$ cat src/rtl/rtc_cal_pkg.sv
`timescale 1ns/1ps
package rtc_cal_pkg;
  localparam int DW       = 8;
  localparam int NWORDS   = 7;
  localparam int IDX_SEC  = 0;
  localparam int IDX_MIN  = 1;
  localparam int IDX_HOUR = 2;
  localparam int IDX_DOW  = 3;
  localparam int IDX_DOM  = 4;
  localparam int IDX_MON  = 5;
  localparam int IDX_YEAR = 6;

  typedef logic [NWORDS-1:0][DW-1:0] cal_words_t;

  // Number of days in a month; February grows by one in a leap year
  function automatic logic [DW-1:0] month_days(input logic [DW-1:0] mon,
                                               input logic [DW-1:0] year,
                                               input int leap_period);
    logic [DW-1:0] d;
    case (mon)
      8'd4, 8'd6, 8'd9, 8'd11: d = 8'd30;
      8'd2: d = ((int'(year) % leap_period) == 0) ? 8'd29 : 8'd28;
      default: d = 8'd31;
    endcase
    return d;
  endfunction
endpackage

$ cat src/rtl/rtc_cal_chain.sv
`timescale 1ns/1ps
module rtc_cal_chain
  import rtc_cal_pkg::*;
#(
  parameter int SUB_STEPS   = 128,
  parameter int YEAR_SPAN   = 100,
  parameter int LEAP_PERIOD = 4,
  localparam int SUB_W      = $clog2(SUB_STEPS)
) (
  input  logic              clk,
  input  logic              por_n,
  input  logic              tick_sub,
  input  logic              sub_clr,
  input  logic [NWORDS-1:0] load_en,
  input  cal_words_t        load_val,
  output cal_words_t        cur,
  output logic [SUB_W-1:0]  sub_left,
  output logic              sec_pulse
);
  localparam logic [SUB_W-1:0] SUB_MAX  = SUB_W'(SUB_STEPS - 1);
  localparam logic [DW-1:0]    MS_MAX   = 8'd59;
  localparam logic [DW-1:0]    HOUR_MAX = 8'd23;
  localparam logic [DW-1:0]    DOW_MAX  = 8'd7;
  localparam logic [DW-1:0]    MON_MAX  = 8'd12;
  localparam logic [DW-1:0]    YEAR_MAX = DW'(YEAR_SPAN - 1);

  cal_words_t       cur_q, nxt;
  logic [SUB_W-1:0] sub_q;
  logic             wrap, pulse_q;

  assign wrap = tick_sub && (sub_q == SUB_MAX) && !sub_clr;

  always_comb begin
    nxt = cur_q;
    if (wrap) begin
      if (cur_q[IDX_SEC] >= MS_MAX) begin
        nxt[IDX_SEC] = '0;
        if (cur_q[IDX_MIN] >= MS_MAX) begin
          nxt[IDX_MIN] = '0;
          if (cur_q[IDX_HOUR] >= HOUR_MAX) begin
            nxt[IDX_HOUR] = '0;
            nxt[IDX_DOW]  = (cur_q[IDX_DOW] >= DOW_MAX) ? 8'd1 : cur_q[IDX_DOW] + 8'd1;
            if (cur_q[IDX_DOM] >= month_days(cur_q[IDX_MON], cur_q[IDX_YEAR], LEAP_PERIOD)) begin
              nxt[IDX_DOM] = 8'd1;
              if (cur_q[IDX_MON] >= MON_MAX) begin
                nxt[IDX_MON]  = 8'd1;
                nxt[IDX_YEAR] = (cur_q[IDX_YEAR] >= YEAR_MAX) ? '0 : cur_q[IDX_YEAR] + 8'd1;
              end else begin
                nxt[IDX_MON] = cur_q[IDX_MON] + 8'd1;
              end
            end else begin
              nxt[IDX_DOM] = cur_q[IDX_DOM] + 8'd1;
            end
          end else begin
            nxt[IDX_HOUR] = cur_q[IDX_HOUR] + 8'd1;
          end
        end else begin
          nxt[IDX_MIN] = cur_q[IDX_MIN] + 8'd1;
        end
      end else begin
        nxt[IDX_SEC] = cur_q[IDX_SEC] + 8'd1;
      end
    end
    // flagged words from a commit override the advanced value
    for (int i = 0; i < NWORDS; i++)
      if (load_en[i]) nxt[i] = load_val[i];
  end

  always_ff @(posedge clk or negedge por_n) begin
    if (!por_n) begin
      cur_q           <= '0;
      cur_q[IDX_DOW]  <= 8'd1;
      cur_q[IDX_DOM]  <= 8'd1;
      cur_q[IDX_MON]  <= 8'd1;
      sub_q           <= '0;
      pulse_q         <= 1'b0;
    end else begin
      cur_q   <= nxt;
      pulse_q <= wrap;
      if (sub_clr)       sub_q <= '0;
      else if (tick_sub) sub_q <= (sub_q == SUB_MAX) ? '0 : sub_q + 1'b1;
    end
  end

  assign cur       = cur_q;
  assign sub_left  = SUB_MAX - sub_q;
  assign sec_pulse = pulse_q;
endmodule

$ cat src/rtl/rtc_cal_shadow.sv
`timescale 1ns/1ps
module rtc_cal_shadow
  import rtc_cal_pkg::*;
(
  input  logic              clk,
  input  logic              rst_n,
  input  logic              tick,
  input  logic              ctrl_we,
  input  logic [NWORDS-1:0] word_we,
  input  logic [DW-1:0]     wdata,
  input  cal_words_t        cur,
  output cal_words_t        shadow,
  output logic [NWORDS-1:0] flags,
  output logic [NWORDS-1:0] load_en,
  output logic              frz_q,
  output logic              wr_q,
  output logic              frz_stat,
  output logic              wr_stat
);
  cal_words_t        shd_q;
  logic [NWORDS-1:0] flg_q;
  logic              frz_pend, cmt_pend;
  logic              refresh, commit;

  assign refresh = tick && !frz_q && !wr_q && !cmt_pend;
  assign commit  = tick && cmt_pend && !wr_q;
  assign load_en = flg_q & {NWORDS{commit}};

  always_ff @(posedge clk or negedge rst_n) begin
    if (!rst_n) begin
      shd_q    <= '0;
      flg_q    <= '0;
      frz_q    <= 1'b0;
      wr_q     <= 1'b0;
      frz_pend <= 1'b0;
      cmt_pend <= 1'b0;
    end else begin
      if (refresh) begin
        shd_q    <= cur;
        frz_pend <= 1'b0;
      end
      if (commit) begin
        cmt_pend <= 1'b0;
        flg_q    <= '0;
      end
      if (ctrl_we) begin
        frz_q <= wdata[0];
        wr_q  <= wdata[1];
        if (frz_q && !wdata[0]) frz_pend <= 1'b1;
        if (wr_q && !wdata[1])  cmt_pend <= 1'b1;
      end
      for (int i = 0; i < NWORDS; i++) begin
        if (word_we[i] && wr_q) begin
          shd_q[i] <= wdata;
          flg_q[i] <= 1'b1;
        end
      end
    end
  end

  assign shadow   = shd_q;
  assign flags    = flg_q;
  assign frz_stat = frz_q | frz_pend;
  assign wr_stat  = wr_q | cmt_pend;
endmodule

$ cat src/rtl/rtc_cal_regdec.sv
`timescale 1ns/1ps
module rtc_cal_regdec
  import rtc_cal_pkg::*;
#(
  parameter int AW    = 4,
  parameter int SUB_W = 7
) (
  input  logic              wr_en,
  input  logic [AW-1:0]     addr,
  input  logic [DW-1:0]     wdata,
  input  logic              frz_stat,
  input  logic              wr_stat,
  input  logic [SUB_W-1:0]  sub_left,
  input  cal_words_t        shadow,
  input  logic [NWORDS-1:0] flags,
  output logic              ctrl_we,
  output logic [NWORDS-1:0] word_we,
  output logic              sub_clr,
  output logic [DW-1:0]     rdata
);
  localparam logic [AW-1:0] A_CTRL  = AW'(0);
  localparam logic [AW-1:0] A_SUB   = AW'(1);
  localparam int            A_WORD0 = 2;
  localparam logic [AW-1:0] A_FLAGS = AW'(A_WORD0 + NWORDS);

  assign ctrl_we = wr_en && (addr == A_CTRL);
  assign sub_clr = wr_en && (addr == A_SUB) && (wdata == '0);

  for (genvar g = 0; g < NWORDS; g++) begin : g_we
    assign word_we[g] = wr_en && (addr == AW'(A_WORD0 + g));
  end

  always_comb begin
    rdata = '0;
    if (addr == A_CTRL)       rdata = {{(DW-2){1'b0}}, wr_stat, frz_stat};
    else if (addr == A_SUB)   rdata = DW'(sub_left);
    else if (addr == A_FLAGS) rdata = DW'(flags);
    else
      for (int i = 0; i < NWORDS; i++)
        if (addr == AW'(A_WORD0 + i)) rdata = shadow[i];
  end
endmodule

$ cat src/rtl/rtc_calendar.sv
`timescale 1ns/1ps
module rtc_calendar
  import rtc_cal_pkg::*;
#(
  parameter int SUB_STEPS   = 128,
  parameter int YEAR_SPAN   = 100,
  parameter int LEAP_PERIOD = 4,
  parameter int AW          = 4
) (
  input  logic          clk,
  input  logic          rst_n,
  input  logic          rtc_por_n,
  input  logic          tick_500,
  input  logic          tick_128,
  input  logic          reg_wr,
  input  logic [AW-1:0] reg_addr,
  input  logic [DW-1:0] reg_wdata,
  output logic [DW-1:0] reg_rdata,
  output logic          sec_pulse
);
  localparam int SUB_W = $clog2(SUB_STEPS);

  cal_words_t        cur_w, shadow_w;
  logic [NWORDS-1:0] flags_w, load_en_w, word_we_w;
  logic [SUB_W-1:0]  sub_left_w;
  logic              ctrl_we_w, sub_clr_w;
  logic              frz_q_w, wr_q_w, frz_stat_w, wr_stat_w;

  rtc_cal_chain #(
    .SUB_STEPS(SUB_STEPS), .YEAR_SPAN(YEAR_SPAN), .LEAP_PERIOD(LEAP_PERIOD)
  ) u_chain (
    .clk(clk), .por_n(rtc_por_n), .tick_sub(tick_128), .sub_clr(sub_clr_w),
    .load_en(load_en_w), .load_val(shadow_w), .cur(cur_w),
    .sub_left(sub_left_w), .sec_pulse(sec_pulse)
  );

  rtc_cal_shadow u_shadow (
    .clk(clk), .rst_n(rst_n), .tick(tick_500), .ctrl_we(ctrl_we_w),
    .word_we(word_we_w), .wdata(reg_wdata), .cur(cur_w), .shadow(shadow_w),
    .flags(flags_w), .load_en(load_en_w), .frz_q(frz_q_w), .wr_q(wr_q_w),
    .frz_stat(frz_stat_w), .wr_stat(wr_stat_w)
  );

  rtc_cal_regdec #(.AW(AW), .SUB_W(SUB_W)) u_dec (
    .wr_en(reg_wr), .addr(reg_addr), .wdata(reg_wdata),
    .frz_stat(frz_stat_w), .wr_stat(wr_stat_w), .sub_left(sub_left_w),
    .shadow(shadow_w), .flags(flags_w), .ctrl_we(ctrl_we_w),
    .word_we(word_we_w), .sub_clr(sub_clr_w), .rdata(reg_rdata)
  );
endmodule

$ cat config.mk
export PLATFORM = sky130hd
export DESIGN_NAME = rtc_calendar
export DESIGN_NICKNAME = d
export VERILOG_FILES = /design/src/rtl/rtc_cal_pkg.sv /design/src/rtl/rtc_cal_chain.sv /design/src/rtl/rtc_cal_shadow.sv /design/src/rtl/rtc_cal_regdec.sv /design/src/rtl/rtc_calendar.sv
export SDC_FILE = /design/constraint.sdc
export NUM_CORES = 1
export LEC_CHECK = 0
export ABC_CLOCK_PERIOD_IN_PS = 4900
export BUFFER_PORTS_ARGS = -buffer_cell sky130_fd_sc_hd__buf_2
export CAP_MARGIN = 5
export CORE_ASPECT_RATIO = 1.4
export CORE_MARGIN = 3
export CORE_UTILIZATION = 64
export DETAILED_ROUTE_END_ITERATION = 16
export HOLD_SLACK_MARGIN = 0.12
export MAX_ROUTING_LAYER = met4
export PLACE_DENSITY = 0.82
export REMOVE_ABC_BUFFERS = 1
export SLEW_MARGIN = 20
export SYNTH_ARGS = -nofsm -noshare
export SYNTH_HDL_FRONTEND = slang
export SYNTH_HIERARCHICAL = 1
export SYNTH_SLANG_ARGS = --single-unit
$ cat constraint.sdc
create_clock -name clk -period 4.9 [get_ports clk]
set_input_delay 1.225 -clock clk [delete_from_list [all_inputs] [get_ports clk]]
set_output_delay 1.225 -clock clk [all_outputs]
set_load 0.05 [all_outputs]
## Yosys cells after proc, flatten, opt, wreduce, memory -nomap -nowiden

Index checks and enable logic that the tools add are counted.

| word-level totals | value |
|---|---|
| output and inout port bits | 9 |
| flip-flop bits (word level) | 131 |

| cells by class | value |
|---|---|
| equality and inequality tests | 15 |
| reduce and logical (&&, ||, !) cells | 82 |
| $lt $le $gt $ge | 7 |
| add/subtract/negate cells | 9 |
| multiplexer cells | 61 |
| bitwise gates (word level) | 3 |

Operators with widths:

| operator | number |
|---|---|
| two-way mux 8 bit | 36 |
| two-way mux 56 bit | 2 |
| nonzero test 2 bit | 40 |
| adder 8 x 1 -> 8 bit (second input constant) | 7 |
| two-way mux 48 bit | 1 |
| two-way mux 40 bit | 1 |
| zero test 32 bit | 1 |
| two-way mux 32 bit | 1 |
| two-way mux 7 bit | 4 |
| logical AND 1 bit | 26 |
| == test 4 x 3 -> 1 bit (second input constant) | 4 |
| == test 8 x 3 -> 1 bit (second input constant) | 2 |
| == test 8 x 4 -> 1 bit (second input constant) | 2 |
| greater-or-equal comparator 8 x 6 -> 1 bit (second input constant) | 2 |
| two-way mux 16 bit | 1 |
| case mux 8 bit (2 select lines) | 1 |
| two-way mux 1 bit | 14 |
| == test 4 x 2 -> 1 bit (second input constant) | 2 |
| == test 4 bit (second input constant) | 2 |
| == test 8 x 2 -> 1 bit (second input constant) | 1 |
| greater-or-equal comparator 8 x 3 -> 1 bit (second input constant) | 1 |
| greater-or-equal comparator 8 x 4 -> 1 bit (second input constant) | 1 |
| greater-or-equal comparator 8 x 5 -> 1 bit (second input constant) | 1 |
| greater-or-equal comparator 8 x 7 -> 1 bit (second input constant) | 1 |
| 16 further kinds | 23 |

## Longest topological paths before layout

| logic depth | value |
|---|---|
| word-level depth | 14 |
| depth in mapped cells | 14 |
| gate-level depth less buffers | 11 |

## Hierarchy

The synthesis kept the hierarchy.

By module, submodules not included:

| module | seq. area each (um^2) | cells each | area an instance (um^2) | instances |
|---|---|---|---|---|
| rtc_cal_chain | 1,605.3 | 421 | 3,706.1 | 1 |
| rtc_cal_shadow | 1,676.6 | 357 | 3,046.7 | 1 |
| rtc_cal_regdec | 0.0 | 139 | 907.1 | 1 |

## Worst setup path after synthesis

Ideal clock, no wire load.

| path | value |
|---|---|
| path type | input -> output |
| start | input reg_addr[0] |
| end | output reg_rdata[0] |
| data arrival time | 3.120 ns |
| stages on the path | 6 |
| setup slack | 0.555 ns |
| required time | 3.675 ns |
| path buffers | 2 |
| cells stage by stage | buf_6 > buf_2 > nand2b_1 > a31oi_1 > o21ai_0 > a221oi_1 |

| between the ends | value |
|---|---|
| longest elaborated chain between the ends | 11 |
| elaborated cells between the ends (all ways) | 20 |
| those cells by class | eq/ne: 9; mux: 10; reduce/logical: 1 |

RTL lines:

| item | line | source |
|---|---|---|
| start: declaration | rtc_calendar.sv:16 | `input logic [AW-1:0] reg_addr,` |
| == test 4 x 2 -> 1 bit | rtc_cal_regdec.sv:40 | `if (addr == AW'(A_WORD0 + i)) rdata = shadow[i];` |
| two-way mux 8 bit (7 in a row) | rtc_cal_regdec.sv:40 |  |
| two-way mux 8 bit | rtc_cal_regdec.sv:37 | `else if (addr == A_FLAGS) rdata = DW'(flags);` |
| two-way mux 8 bit | rtc_cal_regdec.sv:36 | `else if (addr == A_SUB) rdata = DW'(sub_left);` |
| two-way mux 8 bit (*) | rtc_cal_regdec.sv:35 | `if (addr == A_CTRL) rdata = {{(DW-2){1'b0}}, wr_stat, frz_stat};` |
| end: declaration | rtc_calendar.sv:18 | `output logic [DW-1:0] reg_rdata,` |

Every way passes the cells marked *; elsewhere a longest branch is shown, timed or not.

## Worst setup path after layout

Ends and elaborated chain as after synthesis.

==> results by group <==
Global routing
  • Pin count of the biggest net entering global routing: 58
  • Global route overflow: 0
  • Initial antenna violation count: 0
  • First-pass GRT wire length: 37100 um
  • GR Util All Layers: 36.8%
  • Vias in the first global route: 6816

Critical path
  • Capture point of the critical path: reg_rdata[0]
  • Reg-to-reg endpoint: u_chain/cur[49]
  • Crit path launch: reg_addr[0]
  • R2R setup slack: 1520 ps
  • Startpoint Class: input port
  • Crit path arrival time: 3190 ps
  • Critical register-to-register path startpoint: u_chain/cur[45]
  • Worst Setup End Kind: primary output
  • Worst setup path class: input port to primary output
  • Depth of the most critical reg-to-reg path: 7
  • Worst Path Required: 3670 ps
  • Worst-path fanout max: 32

STA
  • Worst-margin pin slew: 988 ps
  • Setup TNS: 0 ps
  • Max Clock Skew: 9.49 ps
  • Worst slew margin: 34.1%
  • Final Max Tran Viols: 0
  • Final min period: 4420 ps
  • WHS: 487 ps
  • Fmax: 226 MHz
  • Final hold viol count: 0
  • Final worst-path cycle share: 90.2%
  • RSZ-0062 raised after global routing: no
  • Setup violators final: 0

Logic synthesis
  • Synth Instances: 917
  • Asr flop ratio synth: 100%
  • Post-synth cell types: 76
  • Most frequent cells after synthesis: nand2_1, dfrtp_1, nor2_1, a31oi_1, o21ai_0
  • Top_reg_cell synth: dfrtp_1
  • Synthesized area per cell: 8.35 sq um
  • Complex-gate fraction of the synthesized area: 20.5%
  • Most common cell in the synthesized netlist: nand2_1
  • Cell Area, Synth: 7660 sq um
  • Post-synthesis mux area share: 3.33%
  • XOR/XNOR Fraction of Synth Area: 0.572%
  • Post-synthesis sequential area ratio: 42.8%
  • Simple-Gate Fraction of Synth Area: 24.7%
  • Combinational family with the most area after synthesis: simple AND/OR/NAND/NOR gates
  • Register bit total from synthesis: 131
  • Largest area contributor in the netlist: dfrtp_1
  • Adder and majority gate portion of the synthesized area: 2.29%
  • YS warnings: 6
  • Number of synthesized flops with an enable pin: 0
  • Synth top area share: 41.8%
  • Top cells by area, synth: dfrtp_1, nand2_1, a31oi_1

Final layout
  • P&R area growth vs syn: 9.38%
  • Fin nets: 947
  • Ant. Diodes: 0
  • Share of layout cells above drive strength 1: 10.8%
  • Fill cells: 859

Drt
  • Final wirelength: 23600 um
  • Initial DRC Count: 813
  • Avg WL per Cell: 22.0 um
  • Vias/cell: 6.74
  • Final ANT Viol Nets: 0
  • DRC viols: 0
  • Initial DRT Pass Iterations: 5
  • Vias: 7226

Floorplan
  • Initial core utilization: 66.5%
  • Die Span Y: 135 um
  • Die Area: 13300 sq um
  • Die Wd: 98.5 um
  • Core ar.: 11500 sq um
  • Placement Rows: 46
  • I/O Pins: 27

Clock tree
  • Max clock buf depth: 2
  • CTS buffer count: 17
  • CTS tree: built
  • # Post-CTS Setup Buffers: 0
  • CTS H-tree depth: 4
  • Cts hold-fix bufs: 0
  • Post-cts sizing count: 0
  • Worst-path clk slew: 60 ps
  • Root Driver: clkbuf_16
  • Sink Count: 131
  • Clk_lat worst skew: 420 ps

Power
  • Pwr dens: 394 nW/um^2
  • Int Power: 2280 uW
  • Combinational share of power: 16.5%
  • Max VDD drop: 0.218 mV
  • Leakage Power: 0.00368 uW
  • Register share of total power: 42.5%
  • P_sw: 1020 uW
  • Clock power share: 41.0%
  • Sw Share: 31.0%
  • Power, Total: 3300 uW

Min path
  • Tightest Hold Check Type: flip-flop to flip-flop
  • Hold wc startpoint: u_shadow/frz_pend

Placed design
  • IO Port Bufs: 26
  • Dpl hpwl: 16200 um
  • RD Place Congestion: 1.00

Outcome
  • Status: completed

Job
  • MaxCap Viol Count: 0
-- cell families (layout without fill, tap and decap cells) --
kind of cell | Yosys count | count (layout)
adders and majority gates | 14 | 14
AOI/OAI and AO/OA | 241 | 241
buffers and inverters | 90 | 101
xor gates and xnor gates | 5 | 5
muxes | 24 | 24
DFF | 131 | 131
and+or+nand+nor | 412 | 412
-- area by class of cell --
class	instances	area, sq um	area share (%)
timing repair buffer	39	228	2.72
tap	144	180	2.15
sequential	131	3280	39.2
inverter	30	113	1.34
clock buffer	19	443	5.29
multi-input combinational	696	3950	47.1
clock inverter	13	184	2.20
-- critical path, cell delays in order --
cell and delay (ps):
buf_2 480, clkinv_1 510, a2111oi_0 550, a221oi_1 150, buf_2 260
-- registers in the layout (all words and copies together), names as in the netlist --
register	cells
u_chain/cur	56
u_shadow/flags	7
u_shadow/cmt_pend	1
u_shadow/shadow	56
u_chain/sec_pulse	1
u_shadow/wr_q	1
u_shadow/frz_pend	1
u_chain/sub_q	7
u_shadow/frz_q	1
-- stage by stage --
step / cells / setup slack, ps / area [sq um] / utilization, %
floorplan: 857 / 827 / 7330 / -
global route: 1072 / 396 / 8380 / 72.8
CTS: 1072 / 609 / 8380 / 72.8
detailed placement: 1040 / 598 / 7750 / 67.3
global placement: 1040 / 644 / 7750 / 67.3
finish: 1072 / 480 / 8380 / 72.8
-- worst min-delay path by stage --
stage                              endpoint  slack [ps]  depth (start not counted)
final                     u_shadow/frz_pend         490                          2
after global routing      u_shadow/frz_pend         500                          2
after CTS                 u_shadow/frz_pend         490                          2
after detailed placement  u_shadow/frz_pend         470                          2
after global placement    u_shadow/frz_pend         460                          2
after floorplan           u_shadow/frz_pend         450                          2
-- metal layers --
layer,vias up,wire length (um),track usage [%]
met1,3455,8910,43.9
met4,0,1200,17.0
met2,425,11700,61.3
met5,-,0,-
met3,91,1850,5.67
li1,3255,-,-
-- power by group through the flow --
stage	logic, uW	clock network, uW	registers [uW]
after global routing	589	1400	1420
after global placement	509	0	1410
final	543	1350	1400
after floorplan	352	0	1340
after CTS	533	1350	1400
after detailed placement	528	0	1410
-- layout by cell type (no fill, tap or decap), drive strengths merged, types with 5 or more instances in the layout --
| master | instances |
|---|---|
| nand2 | 190 |
| dfrtp | 128 |
| nor2 | 101 |
| a31oi | 66 |
| o21ai | 60 |
| a21oi | 41 |
| buf | 39 |
| inv | 29 |
| clkbuf | 19 |
| nand3 | 18 |
| and2 | 15 |
| ha | 14 |
| nor3 | 13 |
| mux2i | 12 |
| mux2 | 12 |
| nor2b | 10 |
| o31ai | 10 |
| nor4 | 8 |
| or4 | 7 |
| and3 | 7 |
| nand2b | 7 |
| a22o | 7 |
| nor3b | 7 |
| clkinv | 7 |
| or3 | 6 |
| a22oi | 5 |
| a211oi | 5 |
Note: power is estimated with default switching activity, not from simulation.
